`src/rtl/dram_idle_pd_pkg.sv`:
```
package dram_idle_pd_pkg;

  localparam logic [1:0] MODE_NONE = 2'd0;
  localparam logic [1:0] MODE_PD   = 2'd1;
  localparam logic [1:0] MODE_SR   = 2'd2;

  typedef enum logic [1:0] {
    K_PD_IN  = 2'd0,
    K_PD_OUT = 2'd1,
    K_SR_IN  = 2'd2,
    K_SR_OUT = 2'd3
  } dpd_kind_e;

  typedef enum logic [1:0] {
    ST_IDLE  = 2'd0,
    ST_ENTER = 2'd1,
    ST_EXIT  = 2'd2,
    ST_DONE  = 2'd3
  } dpd_state_e;

endpackage

```
`src/rtl/dpd_rst_sync.sv`:
```
module dpd_rst_sync #(
  parameter int STAGES = 2
) (
  input  logic clk,
  input  logic rst_n,
  output logic rst_sync_n
);
  logic [STAGES-1:0] sync_q;

  always_ff @(posedge clk or negedge rst_n) begin
    if (!rst_n) sync_q <= '0;
    else        sync_q <= {sync_q[STAGES-2:0], 1'b1};
  end

  assign rst_sync_n = sync_q[STAGES-1];
endmodule

```
`src/rtl/dpd_plan.sv`:
```
// Combinational sleep decision for one idle gap.
module dpd_plan
  import dram_idle_pd_pkg::*;
#(
  parameter int TW = 32
) (
  input  logic [1:0]    mode,
  input  logic          lp_family,
  input  logic [TW-1:0] req_end,
  input  logic [TW-1:0] req_start,
  input  logic [TW-1:0] req_arrive,
  input  logic [TW-1:0] req_refdl,
  input  logic [TW-1:0] t_cke,
  input  logic [TW-1:0] t_ckesr,
  input  logic [TW-1:0] t_refi,
  input  logic [TW-1:0] t_xp,
  input  logic [TW-1:0] t_xpdll,
  input  logic [TW-1:0] t_xs,
  input  logic [TW-1:0] t_xsdll,
  input  logic [TW-1:0] t_rcd,
  output logic          do_enter,
  output logic          sel_sr,
  output logic [TW-1:0] t_ent,
  output logic [TW-1:0] t_exit,
  output logic [TW-1:0] t_next
);
  localparam int EW = TW + 1;

  logic          is_pd, is_sr;
  logic [TW-1:0] idle_start, wake, min_gap, stay, wake_wait, dll_wait;
  logic [EW-1:0] threshold;

  always_comb begin
    is_pd      = (mode == MODE_PD);
    is_sr      = (mode == MODE_SR);
    idle_start = (req_end > req_start) ? req_end : req_start;
    wake       = (is_pd && (req_refdl < req_arrive)) ? req_refdl : req_arrive;
    min_gap    = is_pd ? t_cke : t_ckesr;
    threshold  = {1'b0, idle_start} + {1'b0, min_gap};
    do_enter   = (is_pd || is_sr) && ({1'b0, wake} > threshold);
    stay       = wake - idle_start;
    t_exit     = (is_pd && (stay > t_refi)) ? (idle_start + t_refi) : wake;
    dll_wait   = (is_pd ? t_xpdll : t_xsdll) - t_rcd;
    wake_wait  = lp_family ? (is_pd ? t_xp : t_xs) : dll_wait;
    t_next     = do_enter ? (t_exit + wake_wait) : req_start;
    t_ent      = idle_start;
    sel_sr     = is_sr;
  end
endmodule

```
`src/rtl/dpd_seq.sv`:
```
// Command sequencing: accept, enter, exit, report.
module dpd_seq
  import dram_idle_pd_pkg::*;
#(
  parameter int TW = 32
) (
  input  logic          clk,
  input  logic          rst_n,
  input  logic          req_valid,
  output logic          req_ready,
  input  logic          p_enter,
  input  logic          p_sr,
  input  logic [TW-1:0] p_ent,
  input  logic [TW-1:0] p_exit,
  input  logic [TW-1:0] p_next,
  output logic          cmd_valid,
  input  logic          cmd_ready,
  output logic [1:0]    cmd_kind,
  output logic [TW-1:0] cmd_time,
  output logic          res_valid,
  output logic [TW-1:0] res_next,
  output logic          accept,
  output logic          sr_entered
);
  dpd_state_e    state_q, state_d;
  logic          sr_q;
  logic [TW-1:0] ent_q, exit_q, next_q;
  logic          load_en;

  assign accept  = req_valid && req_ready;
  assign load_en = accept;

  always_comb begin
    state_d = state_q;
    case (state_q)
      ST_IDLE:  if (accept)    state_d = p_enter ? ST_ENTER : ST_DONE;
      ST_ENTER: if (cmd_ready) state_d = ST_EXIT;
      ST_EXIT:  if (cmd_ready) state_d = ST_DONE;
      ST_DONE:                 state_d = ST_IDLE;
      default:                 state_d = ST_IDLE;
    endcase
  end

  always_ff @(posedge clk or negedge rst_n) begin
    if (!rst_n) state_q <= ST_IDLE;
    else        state_q <= state_d;
  end

  always_ff @(posedge clk or negedge rst_n) begin
    if (!rst_n) begin
      sr_q   <= 1'b0;
      ent_q  <= '0;
      exit_q <= '0;
      next_q <= '0;
    end else if (load_en) begin
      sr_q   <= p_sr;
      ent_q  <= p_ent;
      exit_q <= p_exit;
      next_q <= p_next;
    end
  end

  always_comb begin
    req_ready  = (state_q == ST_IDLE);
    cmd_valid  = (state_q == ST_ENTER) || (state_q == ST_EXIT);
    cmd_kind   = {sr_q, (state_q == ST_EXIT)};
    cmd_time   = (state_q == ST_EXIT) ? exit_q : ent_q;
    res_valid  = (state_q == ST_DONE);
    res_next   = next_q;
    sr_entered = (state_q == ST_ENTER) && cmd_ready && sr_q;
  end
endmodule

```
`src/rtl/dpd_srflag.sv`:
```
module dpd_srflag (
  input  logic clk,
  input  logic rst_n,
  input  logic set_en,
  input  logic clr_en,
  output logic flag
);
  logic flag_d;

  always_comb begin
    flag_d = flag;
    if (set_en)      flag_d = 1'b1;
    else if (clr_en) flag_d = 1'b0;
  end

  always_ff @(posedge clk or negedge rst_n) begin
    if (!rst_n) flag <= 1'b0;
    else        flag <= flag_d;
  end
endmodule

```
`src/rtl/dram_idle_pd_seq.sv`:
```
module dram_idle_pd_seq #(
  parameter int TW = 32
) (
  input  logic          clk,
  input  logic          rst_n,
  input  logic          req_valid,
  output logic          req_ready,
  input  logic [1:0]    mode,
  input  logic          lp_family,
  input  logic [TW-1:0] req_end,
  input  logic [TW-1:0] req_start,
  input  logic [TW-1:0] req_arrive,
  input  logic [TW-1:0] req_refdl,
  input  logic [TW-1:0] t_cke,
  input  logic [TW-1:0] t_ckesr,
  input  logic [TW-1:0] t_refi,
  input  logic [TW-1:0] t_xp,
  input  logic [TW-1:0] t_xpdll,
  input  logic [TW-1:0] t_xs,
  input  logic [TW-1:0] t_xsdll,
  input  logic [TW-1:0] t_rcd,
  output logic          cmd_valid,
  input  logic          cmd_ready,
  output logic [1:0]    cmd_kind,
  output logic [TW-1:0] cmd_time,
  output logic          res_valid,
  output logic [TW-1:0] res_next,
  output logic          sr_active
);
  logic          rst_i_n;
  logic          p_enter, p_sr, accept, sr_entered;
  logic [TW-1:0] p_ent, p_exit, p_next;

  dpd_rst_sync #(.STAGES(2)) u_rst (
    .clk(clk), .rst_n(rst_n), .rst_sync_n(rst_i_n)
  );

  dpd_plan #(.TW(TW)) u_plan (
    .mode(mode), .lp_family(lp_family),
    .req_end(req_end), .req_start(req_start),
    .req_arrive(req_arrive), .req_refdl(req_refdl),
    .t_cke(t_cke), .t_ckesr(t_ckesr), .t_refi(t_refi),
    .t_xp(t_xp), .t_xpdll(t_xpdll), .t_xs(t_xs), .t_xsdll(t_xsdll),
    .t_rcd(t_rcd),
    .do_enter(p_enter), .sel_sr(p_sr),
    .t_ent(p_ent), .t_exit(p_exit), .t_next(p_next)
  );

  dpd_seq #(.TW(TW)) u_seq (
    .clk(clk), .rst_n(rst_i_n),
    .req_valid(req_valid), .req_ready(req_ready),
    .p_enter(p_enter), .p_sr(p_sr),
    .p_ent(p_ent), .p_exit(p_exit), .p_next(p_next),
    .cmd_valid(cmd_valid), .cmd_ready(cmd_ready),
    .cmd_kind(cmd_kind), .cmd_time(cmd_time),
    .res_valid(res_valid), .res_next(res_next),
    .accept(accept), .sr_entered(sr_entered)
  );

  dpd_srflag u_srflag (
    .clk(clk), .rst_n(rst_i_n),
    .set_en(sr_entered), .clr_en(accept), .flag(sr_active)
  );
endmodule

```
`config.mk`:
```
export PLATFORM = sky130hd
export DESIGN_NAME = dram_idle_pd_seq
export DESIGN_NICKNAME = d
export VERILOG_FILES = /design/src/rtl/dram_idle_pd_pkg.sv /design/src/rtl/dpd_rst_sync.sv /design/src/rtl/dpd_plan.sv /design/src/rtl/dpd_seq.sv /design/src/rtl/dpd_srflag.sv /design/src/rtl/dram_idle_pd_seq.sv
export SDC_FILE = /design/constraint.sdc
export NUM_CORES = 1
export LEC_CHECK = 0
export ABC_AREA = 1
export BUFFER_PORTS_ARGS = -buffer_cell sky130_fd_sc_hd__buf_2
export CAP_MARGIN = 30
export CORE_MARGIN = 2
export CORE_UTILIZATION = 30
export CTS_BUF_LIST = sky130_fd_sc_hd__clkbuf_8
export DETAILED_ROUTE_END_ITERATION = 8
export GPL_ROUTABILITY_DRIVEN = 1
export SYNTH_ARGS = -nofsm -noshare
export SYNTH_HDL_FRONTEND = slang
export SYNTH_HIERARCHICAL = 1
export SYNTH_SLANG_ARGS = --single-unit
```
`constraint.sdc`:
```
create_clock -name clk -period 3.25 [get_ports clk]
set_input_delay 0.4875 -clock clk [delete_from_list [all_inputs] [get_ports clk]]
set_output_delay 0.4875 -clock clk [all_outputs]
set_load 0.1 [all_outputs]
```
## After elaboration in Yosys (flattened, before gate mapping)

Index checks and enable logic that the tools add are counted.

- Flip-flop bits (word level): 102
- Logic and storage cells: 51

- Add/sub/neg operators: 5
- Order comparisons: 4
- Equality and inequality tests: 8
- Mux-type cells: 16
- Reductions and logical operators: 11

Operator list:

| kind | number |
|---|---|
| $mux W32 | 9 |
| $add A32 B32 Y32 | 2 |
| $gt A32 B32 Y1 | 2 |
| $sub A32 B32 Y32 | 2 |
| $add A32 B32 Y33 | 1 |
| $gt A32 B33 Y1 | 1 |
| $lt A32 B32 Y1 | 1 |
| $mux W2 | 4 |
| $pmux W2 S4 | 1 |
| $eq A2 B2 Y1 const B | 3 |
| $logic_and A1 B1 Y1 | 6 |
| $ne A2 B2 Y1 const B | 3 |
| $eq A2 B1 Y1 const B | 2 |
| $reduce_and A3 Y1 | 1 |
| $logic_not A2 Y1 | 1 |
| $logic_or A1 B1 Y1 | 2 |
| $mux W1 | 2 |
| $reduce_bool A2 Y1 | 1 |

## Logic depth before layout (Yosys ltp)

Gate-level depths: netlist (run 1).

- Depth in word-level cells: 9
- Mapped depth: 68
- Mapped depth without buffers: 64

## Cells and area by module

Netlist (run 1), hierarchy kept.

By module, submodules not included:

| module | times used | cells each | area each (sq um) | seq. area each (sq um) |
|---|---|---|---|---|
| dpd_plan | 1 | 2,643 | 14,805.4 | 0.0 |
| dpd_seq | 1 | 542 | 4,231.6 | 2,477.4 |
| dpd_rst_sync | 1 | 3 | 53.8 | 50.0 |
| dpd_srflag | 1 | 5 | 40.0 | 25.0 |

## Worst setup path after synthesis (run 1)

Ideal clock, no wire load.

- Path kind: input to register
- Start point: input req_arrive[31]
- End point: register u_seq.next_q[21] (netlist: u_seq/res_next[21])
- Setup time: 120 ps
- Data arrival time: 8,316 ps
- Path slack: -5,185 ps
- Stages: 61
- Path buffers: 4
- Cell sequence: inv_1 -> ha_1 -> nand4_1 -> inv_2 -> nand4_1 -> nor2_1 -> nand2_1 -> nand2_4 -> buf_6 -> clkbuf_1 -> clkbuf_1 -> nor2_1 -> a21oi_1 -> ha_1 -> inv_1 -> fa_1 -> nand3_1 -> nand2_1 -> [25 not listed] -> nor2_1 -> a211oi_1 -> o21ai_0 -> a21boi_0 -> nor2_1 -> nand2_1 -> nand2_1 -> nand3_2 -> nand2_2 -> nand3_2 -> nand2_2 -> nand2_1 -> nand2_1 -> or2_1 -> nand3_1 -> nand2_1 -> nand2_1 -> nand2_1

- Cells in the longest elaborated chain, start to end: 9
- Elaborated cells on any way between the ends: 11
- Those cells by class: add/sub: 2; order compare: 3; mux: 3; reduce/logical: 3

RTL lines:

| element | RTL line | RTL |
|---|---|---|
| start: declaration | dram_idle_pd_seq.sv:12 | `input logic [TW-1:0] req_arrive,` |
| $lt A32 B32 Y1 | dpd_plan.sv:37 | `wake = (is_pd && (req_refdl < req_arrive)) ? req_refdl : req_arrive;` |
| $logic_and A1 B1 Y1 | dpd_plan.sv:37 |  |
| $mux W32 (*) | dpd_plan.sv:37 |  |
| $sub A32 B32 Y32 | dpd_plan.sv:41 | `stay = wake - idle_start;` |
| $gt A32 B32 Y1 | dpd_plan.sv:42 | `t_exit = (is_pd && (stay > t_refi)) ? (idle_start + t_refi) : wake;` |
| $logic_and A1 B1 Y1 | dpd_plan.sv:42 |  |
| $mux W32 (*) | dpd_plan.sv:42 |  |
| via p_exit[1] | dram_idle_pd_seq.sv:32 | `logic [TW-1:0] p_ent, p_exit, p_next;` |
| $add A32 B32 Y32 (*) | dpd_plan.sv:45 | `t_next = do_enter ? (t_exit + wake_wait) : req_start;` |
| $mux W32 (*) | dpd_plan.sv:45 |  |
| via p_next[21] | dram_idle_pd_seq.sv:32 |  |
| end signal: assignment | dpd_seq.sv:59 | `next_q <= p_next;` |
| end: declaration | dpd_seq.sv:27 | `logic [TW-1:0] ent_q, exit_q, next_q;` |

Mark *: on every way through the listed nets, which the timed path passes. The rest lies on a longest branch.
A chain may end at the register's enable or synchronous reset.

## Worst setup path in the final report (run 1)

- Start point: input req_start[30]
- End point: register u_seq.next_q[24] (netlist: u_seq/res_next[24])

- Cells in the longest elaborated chain, start to end: 8
- Elaborated cells on any way between the ends: 12
- Those cells by class: add/sub: 4; order compare: 3; mux: 3; reduce/logical: 2

RTL lines:

| element | RTL line | RTL |
|---|---|---|
| start: declaration | dram_idle_pd_seq.sv:11 | `input logic [TW-1:0] req_start,` |
| $gt A32 B32 Y1 | dpd_plan.sv:36 | `idle_start = (req_end > req_start) ? req_end : req_start;` |
| $mux W32 | dpd_plan.sv:36 |  |
| via p_ent[1] | dram_idle_pd_seq.sv:32 |  |
| $sub A32 B32 Y32 | dpd_plan.sv:41 |  |
| $gt A32 B32 Y1 | dpd_plan.sv:42 |  |
| $logic_and A1 B1 Y1 | dpd_plan.sv:42 |  |
| $mux W32 | dpd_plan.sv:42 |  |
| via p_exit[0] | dram_idle_pd_seq.sv:32 |  |
| $add A32 B32 Y32 | dpd_plan.sv:45 |  |
| $mux W32 | dpd_plan.sv:45 |  |
| via p_next[24] | dram_idle_pd_seq.sv:32 |  |

The timed path passes the listed nets, and every way through them passes these cells.

==> reports/metrics.cfg, run 1 <==
[power]
power.density_cell_area_nw_per_um2 = 642.4
power.total_w = 0.01973
p_leak_nw = 17.62
worst_ir_drop_vdd_uv = 591.1

[sta]
worst-slew-pin-transition_ns = 0.8518
setup_viol = 65
final.period_utilization = 2.385
layout_skew_ns = 0.009554
fmax_ghz = 0.1290
grt_setup_unrepaired = yes
finalWorstPathRequiredPeriod_ns = 7.751
whs_ns = 0.3392
max_slew_margin = 0.4321
maxSlewViolCount = 0
timing.final.hold_violations = 0
setup_tns_ns = -228.32
finalWorstSetupSlack_ns = -4.501

[layout]
post-route-util = 0.4868
mostFrequentLayoutCells = sky130_fd_sc_hd__nand2_1 (1134), sky130_fd_sc_hd__buf_4 (809), sky130_fd_sc_hd__buf_2 (455)
layout_commonest_cell = sky130_fd_sc_hd__nand2_1
post_layout_instance_area_um2 = 30710
layout.nets = 5129
post_route_cells_drive_above_1_share = 0.3753
syn2layout_area_growth_pct = 60.53

[worst_setup_path]
timing.reg2reg.setup_slack_ns = 1.51
worst_endpoint_required_time_ns = 3.60
family_with_the_most_delay_on_the_worst_path = simple AND/OR/NAND/NOR gates
worstSetupPathType = primary input to register
timing.critical_path.mode_cell = sky130_fd_sc_hd__nand2_2
worst_setup_path_end_kind = register
timing.rr.end = u_seq/exit_q[1]$_DFFE_PN0P_
cell_depth_of_the_worst_flop_to_flop_path = 7
cp-start-kind = primary input
worstPathBufferInverterCount = 9
worst-path-max-fanout = 7
critical_path.slowest_cell = sky130_fd_sc_hd__fa_2
regToRegStartpoint = u_seq/state_q[1]$_DFFE_PN0P_
worst-endpoint-arrival_ns = 8.10
timing.critical_path.slowest_cell_delay_ns = 0.39

[logic_synthesis]
synth.avg_cell_area_um2 = 5.991
yosysTopAreaCell = sky130_fd_sc_hd__nand2_1
netlist-cell-type-count = 66
ys_dominant_reg_cell = sky130_fd_sc_hd__dfrtp_1
register_area_share_after_synthesis = 0.1334
share_of_synthesized_registers_carrying_an_async_set_or_reset = 1.000
netlist_top_cells_area = sky130_fd_sc_hd__nand2_1 (23%), sky130_fd_sc_hd__ha_1 (19%), sky130_fd_sc_hd__dfrtp_1 (13%)
syn-instance-count = 3193
synth.net_count = 3874
synth.ff_latch_count = 102
syn_area_um2 = 19130
synth_edf_count = 0
synth_top_cell_area_share = 0.2323
synth_warn = 6

[clock_network]
insertion_delay_ns = 0.44
clk_root_buffer_cell = sky130_fd_sc_hd__clkbuf_8
clock_tree.buffer_depth = 2
clk_pin_slew_worst_paths_ns = 0.12
cts_inserted_buffers = 9
cts.sinks = 102
tritoncts = built
h-tree-depth = 3

[grt]
total_congestion_overflow = 0
grt_use_total = 0.2618
antenna_violations_before_repair = 22
pin_count_of_the_biggest_net_entering_global_routing = 100
number_of_global_route_vias_before_repair = 23940
first_pass_grt_wire_length_mm = 132.3

[hold_path]
hold_path.class = primary input to async pin

[placement]
detailedPlacementHpwl_mm = 75.76
io_buffers = 460
postPlaceCellArea_um2 = 28590
place.gp.congestion = 0.9833

[drt]
number_of_drc_markers_in_iteration_0 = 1349
antenna_left = 0
viasPerCell = 4.709
vias = 24980
detail_route.wirelength_mm = 89.60
drt_first_pass_iters = 6
avgRoutedWirePerCell_um = 16.89
drt_drc_violations_left = 0

[flow_run]
maxCapViolations = 0

[floorplanning]
chipWidth_um = 256.5
dieArea_um2 = 65810
initial_utilization = 0.3033
die_height_um = 256.5
top_level_ports = 461
core_area_um2 = 63080
placementRows = 92

[outcome]
violations = negative setup slack
run_status = finished with violations

==> Yosys cell counts, types with 3 or more instances <==
cell                       count
sky130_fd_sc_hd__a211oi_1      4
sky130_fd_sc_hd__a21boi_0      7
sky130_fd_sc_hd__a21boi_1      7
sky130_fd_sc_hd__a21o_1        4
sky130_fd_sc_hd__a21oi_1     257
sky130_fd_sc_hd__a21oi_2       3
sky130_fd_sc_hd__a31oi_1      13
sky130_fd_sc_hd__a32o_1        4
sky130_fd_sc_hd__buf_1        12
sky130_fd_sc_hd__buf_2        19
sky130_fd_sc_hd__buf_4         4
sky130_fd_sc_hd__buf_6         9
sky130_fd_sc_hd__clkbuf_1     37
sky130_fd_sc_hd__dfrtp_1     102
sky130_fd_sc_hd__fa_1          5
sky130_fd_sc_hd__ha_1        285
sky130_fd_sc_hd__inv_1       411
sky130_fd_sc_hd__inv_2        11
sky130_fd_sc_hd__nand2_1    1184
sky130_fd_sc_hd__nand2_2      25
sky130_fd_sc_hd__nand2_4       6
sky130_fd_sc_hd__nand3_1     139
sky130_fd_sc_hd__nand3_2      17
sky130_fd_sc_hd__nand4_1      49
sky130_fd_sc_hd__nor2_1      159
sky130_fd_sc_hd__nor2_4        9
sky130_fd_sc_hd__nor3_1       21
sky130_fd_sc_hd__nor4_1        9
sky130_fd_sc_hd__o211ai_1     10
sky130_fd_sc_hd__o21a_1       13
sky130_fd_sc_hd__o21ai_0     160
sky130_fd_sc_hd__o21ai_1      23
sky130_fd_sc_hd__o21ai_2      10
sky130_fd_sc_hd__o21bai_1      4
sky130_fd_sc_hd__o31ai_1       6
sky130_fd_sc_hd__or2_2         7
sky130_fd_sc_hd__xnor2_1      50
sky130_fd_sc_hd__xor2_1       62
==> logic make-up (layout without fill, tap and decap cells) <==
| family | after synthesis | count (layout) | synth area share |
|---|---|---|---|
| compound gates | 544 | 544 | 0.1579 |
| xor+xnor | 112 | 112 | 0.05128 |
| flops | 102 | 102 | 0.1334 |
| simple gates | 1638 | 1639 | 0.3591 |
| other cells | 1 | 7 | 0.0001960 |
| fa+ha+maj | 290 | 290 | 0.1916 |
| mux | 1 | 1 | 0.0005232 |
| buf+inv | 505 | 1764 | 0.1059 |
==> where the power goes <==
part / leakage (nW) / switching (W) / internal (W) / total, W
registers: 1.28 / 0.000331 / 0.00184 / 0.00217
logic: 16.2 / 0.0106 / 0.00599 / 0.0166
clock network: 0.107 / 0.000575 / 0.000378 / 0.000953
==> repair_timing <==
action,4_1_cts,5_1_grt
setup buffers,49,22
hold endpoints to repair,2,0
pin swaps,92,108
gates resized for setup,185,125
cloned,4,0
endpoints found under the setup margin,65,65
hold buffers,1,0
==> layer usage <==
layer,global-route usage,vias to the layer above,share of wire
met4,0.1105,26,0.045
met5,0,-,0.0017
li1,-,12890,-
met2,0.4682,682,0.49
met1,0.3032,11220,0.40
met3,0.05012,167,0.060
==> per-stage QoR <==
step	setup slack (ns)	cells
after floorplan	-4.517	3193
after global placement	-5.215	5223
after detailed placement	-5.377	5223
after CTS	-4.350	5292
after global routing	-4.966	5303
final	-4.501	5305
==> sequential cells by signal, summed over array words and instances, names as in the netlist <==
signal	flops
u_srflag/flag	1
u_rst/sync_q	2
u_seq/exit_q	32
u_seq/ent_q	32
u_seq/state_q	2
u_seq/res_next	32
u_seq/sr_q	1
==> area by class of cell <==
| class | count | area (µm²) |
|---|---|---|
| Sequential cell | 102 | 2556 |
| Inverter | 423 | 1637 |
| Clock buffer | 9 | 123.9 |
| Tap cell | 846 | 1059 |
| Multi-Input combinational cell | 2587 | 16020 |
| Antenna cell | 6 | 15.01 |
| Timing Repair Buffer | 1324 | 9204 |
| Fill cell | 6689 | 32370 |
| Timing Repair inverter | 1 | 6.256 |
| Clock inverter | 7 | 93.84 |
==> how the worst max path moves through the flow <==
stage / from / endpoint / depth (start not counted)
global placement: req_start[15] / u_seq/res_next[27]$_DFFE_PN0P_ / 60
CTS: req_start[30] / u_seq/res_next[24]$_DFFE_PN0P_ / 63
finish: req_start[30] / u_seq/res_next[24]$_DFFE_PN0P_ / 63
global route: req_start[22] / u_seq/res_next[22]$_DFFE_PN0P_ / 60
detailed placement: req_start[15] / u_seq/res_next[24]$_DFFE_PN0P_ / 60
floorplan: req_arrive[15] / u_seq/res_next[21]$_DFFE_PN0P_ / 63
(Power assumes the default switching activity.)
==> run 2: changes to the inputs <==
--- a/config.mk
+++ b/config.mk
@@ -6,6 +6,7 @@
 export NUM_CORES = 1
 export LEC_CHECK = 0
 export ABC_AREA = 1
+export ABC_CLOCK_PERIOD_IN_PS = 3250
 export BUFFER_PORTS_ARGS = -buffer_cell sky130_fd_sc_hd__buf_2
 export CAP_MARGIN = 30
 export CORE_MARGIN = 2
@@ -13,6 +14,7 @@
 export CTS_BUF_LIST = sky130_fd_sc_hd__clkbuf_8
 export DETAILED_ROUTE_END_ITERATION = 8
 export GPL_ROUTABILITY_DRIVEN = 1
+export REMOVE_ABC_BUFFERS = 1
 export SYNTH_ARGS = -nofsm -noshare
 export SYNTH_HDL_FRONTEND = slang
 export SYNTH_HIERARCHICAL = 1
==> run 2 against run 1 <==
Against the previous run: the flow still finishes with violations (negative setup slack); die area did not move; fmax rose by 2.6%; worst hold slack got worse by 0.036 ns; clock power fell by 2.5%; first-iteration DRC count barely moved; routed wire length fell by 3.8%; clock skew rose by 0.0031 ns; critical path type unchanged; highest routed layer unchanged.
==> reports/metrics.cfg, run 2 (synthesized netlist as in run 1, its figures left out) <==
[layout]
post_layout_instance_area_um2 = 30910  ; was 30710 µm²
mostFrequentLayoutCells = sky130_fd_sc_hd__nand2_1 (1125), sky130_fd_sc_hd__buf_4 (812), sky130_fd_sc_hd__buf_2 (451)  ; was sky130_fd_sc_hd__nand2_1 (1134), sky130_fd_sc_hd__buf_4 (809), sky130_fd_sc_hd__buf_2 (455)
combined_area_of_the_multi_input_logic_cells_um2 = 16290  ; was 16020 µm²
post_route_cells_drive_above_1_share = 0.3835  ; was 0.3753
post-route-util = 0.4900  ; was 0.4868
layout.nets = 5114  ; was 5129
final.fill_count = 6522  ; was 6689
sequential_cell_area_um2 = 2556  ; unchanged
layout_commonest_cell = sky130_fd_sc_hd__nand2_1  ; unchanged
syn2layout_area_growth_pct = 61.56  ; was 60.53%

[floorplanning]
die_height_um = 256.5  ; unchanged
top_level_ports = 461  ; unchanged
placementRows = 92  ; unchanged
initial_utilization = 0.3033  ; unchanged
core_area_um2 = 63080  ; unchanged
dieArea_um2 = 65810  ; unchanged
chipWidth_um = 256.5  ; unchanged

[worst_setup_path]
timing.critical_path.slowest_cell_delay_ns = 0.39  ; about the same
worst-endpoint-arrival_ns = 7.88  ; was 8.10 ns
worst_setup_path_end_kind = register  ; unchanged
worst-path-max-fanout = 8  ; was 7
critical_path_cell_count = 57  ; was 63
worstPathBufferInverterCount = 14  ; was 9
cell_depth_of_the_worst_flop_to_flop_path = 6  ; was 7
worst_endpoint_required_time_ns = 3.57  ; was 3.60 ns
family_with_the_most_delay_on_the_worst_path = simple AND/OR/NAND/NOR gates  ; unchanged
cp-start-kind = primary input  ; unchanged
critical_path.slowest_cell = sky130_fd_sc_hd__o211ai_1  ; was sky130_fd_sc_hd__fa_2
worstSetupPathType = primary input to register  ; unchanged

[sta]
fmax_ghz = 0.1323  ; was 0.1290 GHz
final.period_utilization = 2.326  ; was 2.385
setup_viol = 65  ; unchanged
finalWorstPathRequiredPeriod_ns = 7.558  ; was 7.751 ns
worst-slew-pin-transition_ns = 0.7978  ; was 0.8518 ns
setup_tns_ns = -216.94  ; was -228.32 ns
grt_setup_unrepaired = yes  ; unchanged
max_slew_margin = 0.4682  ; was 0.4321
finalWorstSetupSlack_ns = -4.308  ; was -4.501 ns
maxSlewViolCount = 0  ; unchanged
layout_skew_ns = 0.01264  ; was 0.009554 ns
timing.final.hold_violations = 0  ; unchanged

[clock_network]
h-tree-depth = 3  ; unchanged
clock_tree.buffer_depth = 2  ; unchanged
cts_inserted_buffers = 9  ; unchanged
tritoncts = built  ; unchanged
cts.sinks = 102  ; unchanged
insertion_delay_ns = 0.42  ; was 0.44 ns
clk_root_buffer_cell = sky130_fd_sc_hd__clkbuf_8  ; unchanged
clk_pin_slew_worst_paths_ns = 0.11  ; was 0.12 ns

[drt]
antenna_left = 0  ; unchanged
drt_drc_violations_left = 0  ; unchanged
vias = 24880  ; was 24980
avgRoutedWirePerCell_um = 16.27  ; was 16.89 µm
drt_first_pass_iters = 5  ; was 6
number_of_drc_markers_in_iteration_0 = 1348  ; was 1349
detail_route.wirelength_mm = 86.18  ; was 89.60 mm
viasPerCell = 4.698  ; was 4.709

[grt]
first_pass_grt_wire_length_mm = 129.1  ; was 132.3 mm
total_congestion_overflow = 0  ; unchanged
global_route.peak_usage_layer = met2  ; unchanged
pin_count_of_the_biggest_net_entering_global_routing = 71  ; was 100
antenna_violations_before_repair = 18  ; was 22
number_of_global_route_vias_before_repair = 24100  ; was 23940
met3_usage = 0.03114  ; was 0.05012
grt_use_met1 = 0.3229  ; was 0.3032
grt_use_total = 0.2500  ; was 0.2618
grt_util_met2 = 0.4356  ; was 0.4682

[hold_path]
hold_path.class = register to async pin  ; was primary input to async pin

[outcome]
run_status = finished with violations  ; unchanged
violations = negative setup slack  ; unchanged

[power]
netSwitchingPower_w = 0.01134  ; was 0.01152 W
power.density_cell_area_nw_per_um2 = 630.4  ; was 642.4 nW/µm²
p_leak_nw = 17.59  ; was 17.62 nW
combPwrFrac = 0.840  ; was 0.842
seq_power_share = 0.112  ; was 0.110
power.total_w = 0.01949  ; was 0.01973 W
clockPowerShare = 0.048  ; about the same
cell_int_power_w = 0.008142  ; was 0.008205 W
worst_ir_drop_vdd_uv = 1088  ; was 591.1 µV
p_sw_frac = 0.5822  ; was 0.5841

[placement]
place_worst_setup_slack_ns = -5.929  ; was -5.377 ns
io_buffers = 460  ; unchanged
detailedPlacementHpwl_mm = 72.23  ; was 75.76 mm
postPlaceCellArea_um2 = 28200  ; was 28590 µm²
place.gp.congestion = 0.9599  ; was 0.9833

[flow_run]
maxCapViolations = 0  ; unchanged

-- run 2: timing repair --
item | 4_1_cts | 5_1_grt
pin swaps | 100 | 135
gates resized for setup | 251 | 192
setup endpoints to repair | 70 | 69
hold endpoints to repair | 2 | 0
hold buffers | 1 | 0
cloned | 4 | 3
setup buffers | 33 | 20
-- run 2: power by group through the flow --
| stage | clock network (W) | registers (W) | logic (W) |
|---|---|---|---|
| 3_5_place_dp | 0 | 0.00219 | 0.0149 |
| 2_1_floorplan | 0 | 0.00351 | 0.00806 |
| 5_1_grt | 0.000990 | 0.00226 | 0.0176 |
| 4_1_cts | 0.000957 | 0.00218 | 0.0157 |
| 3_3_place_gp | 0 | 0.00220 | 0.0148 |
| 6_report | 0.000929 | 0.00219 | 0.0164 |
-- run 2: through the flow --
stage / instances / hold WS [ns]
floorplan: 3111 / 0.1919
global placement: 5212 / 0.2730
detailed placement: 5212 / 0.2730
CTS: 5264 / 0.3240
global route: 5291 / 0.3408
finish: 5297 / 0.3036
-- run 2: path summary, 6_finish.rpt --
path / from / endpoint / slack, ns
hold / removal: u_rst/sync_q[1]$_DFF_PN0_ / u_seq/res_next[6]$_DFFE_PN0P_ / 0.30
setup reg to reg: u_seq/state_q[1]$_DFFE_PN0P_ / u_seq/ent_q[29]$_DFFE_PN0P_ / 1.00
hold reg to reg: u_rst/sync_q[1]$_DFF_PN0_ / u_seq/res_next[6]$_DFFE_PN0P_ / 0.30
min in group clk: u_rst/sync_q[0]$_DFF_PN0_ / u_rst/sync_q[1]$_DFF_PN0_ / 0.37
setup / recovery: req_start[7] / u_seq/res_next[30]$_DFFE_PN0P_ / -4.31
max in group asynchronous: u_rst/sync_q[1]$_DFF_PN0_ / u_seq/res_next[30]$_DFFE_PN0P_ / 2.14
-- run 2: layer usage --
metal | up-vias | part of all wire | wire [µm]
li1 | 12860 | - | -
met1 | 11260 | 0.45 | 38690
met2 | 648 | 0.47 | 40620
met3 | 94 | 0.051 | 4431
met4 | 16 | 0.027 | 2334
met5 | - | 0.0012 | 101
-- run 2: area by class of cell --
| class | count | area share |
|---|---|---|
| antenna | 13 | 0.001053 |
| multi-input combinational | 2587 | 0.5269 |
| tap | 846 | 0.03425 |
| inverter | 423 | 0.05222 |
| sequential | 102 | 0.08270 |
| timing repair buffer | 1310 | 0.2960 |
| clock buffer | 10 | 0.004453 |
| clock inverter | 6 | 0.002469 |
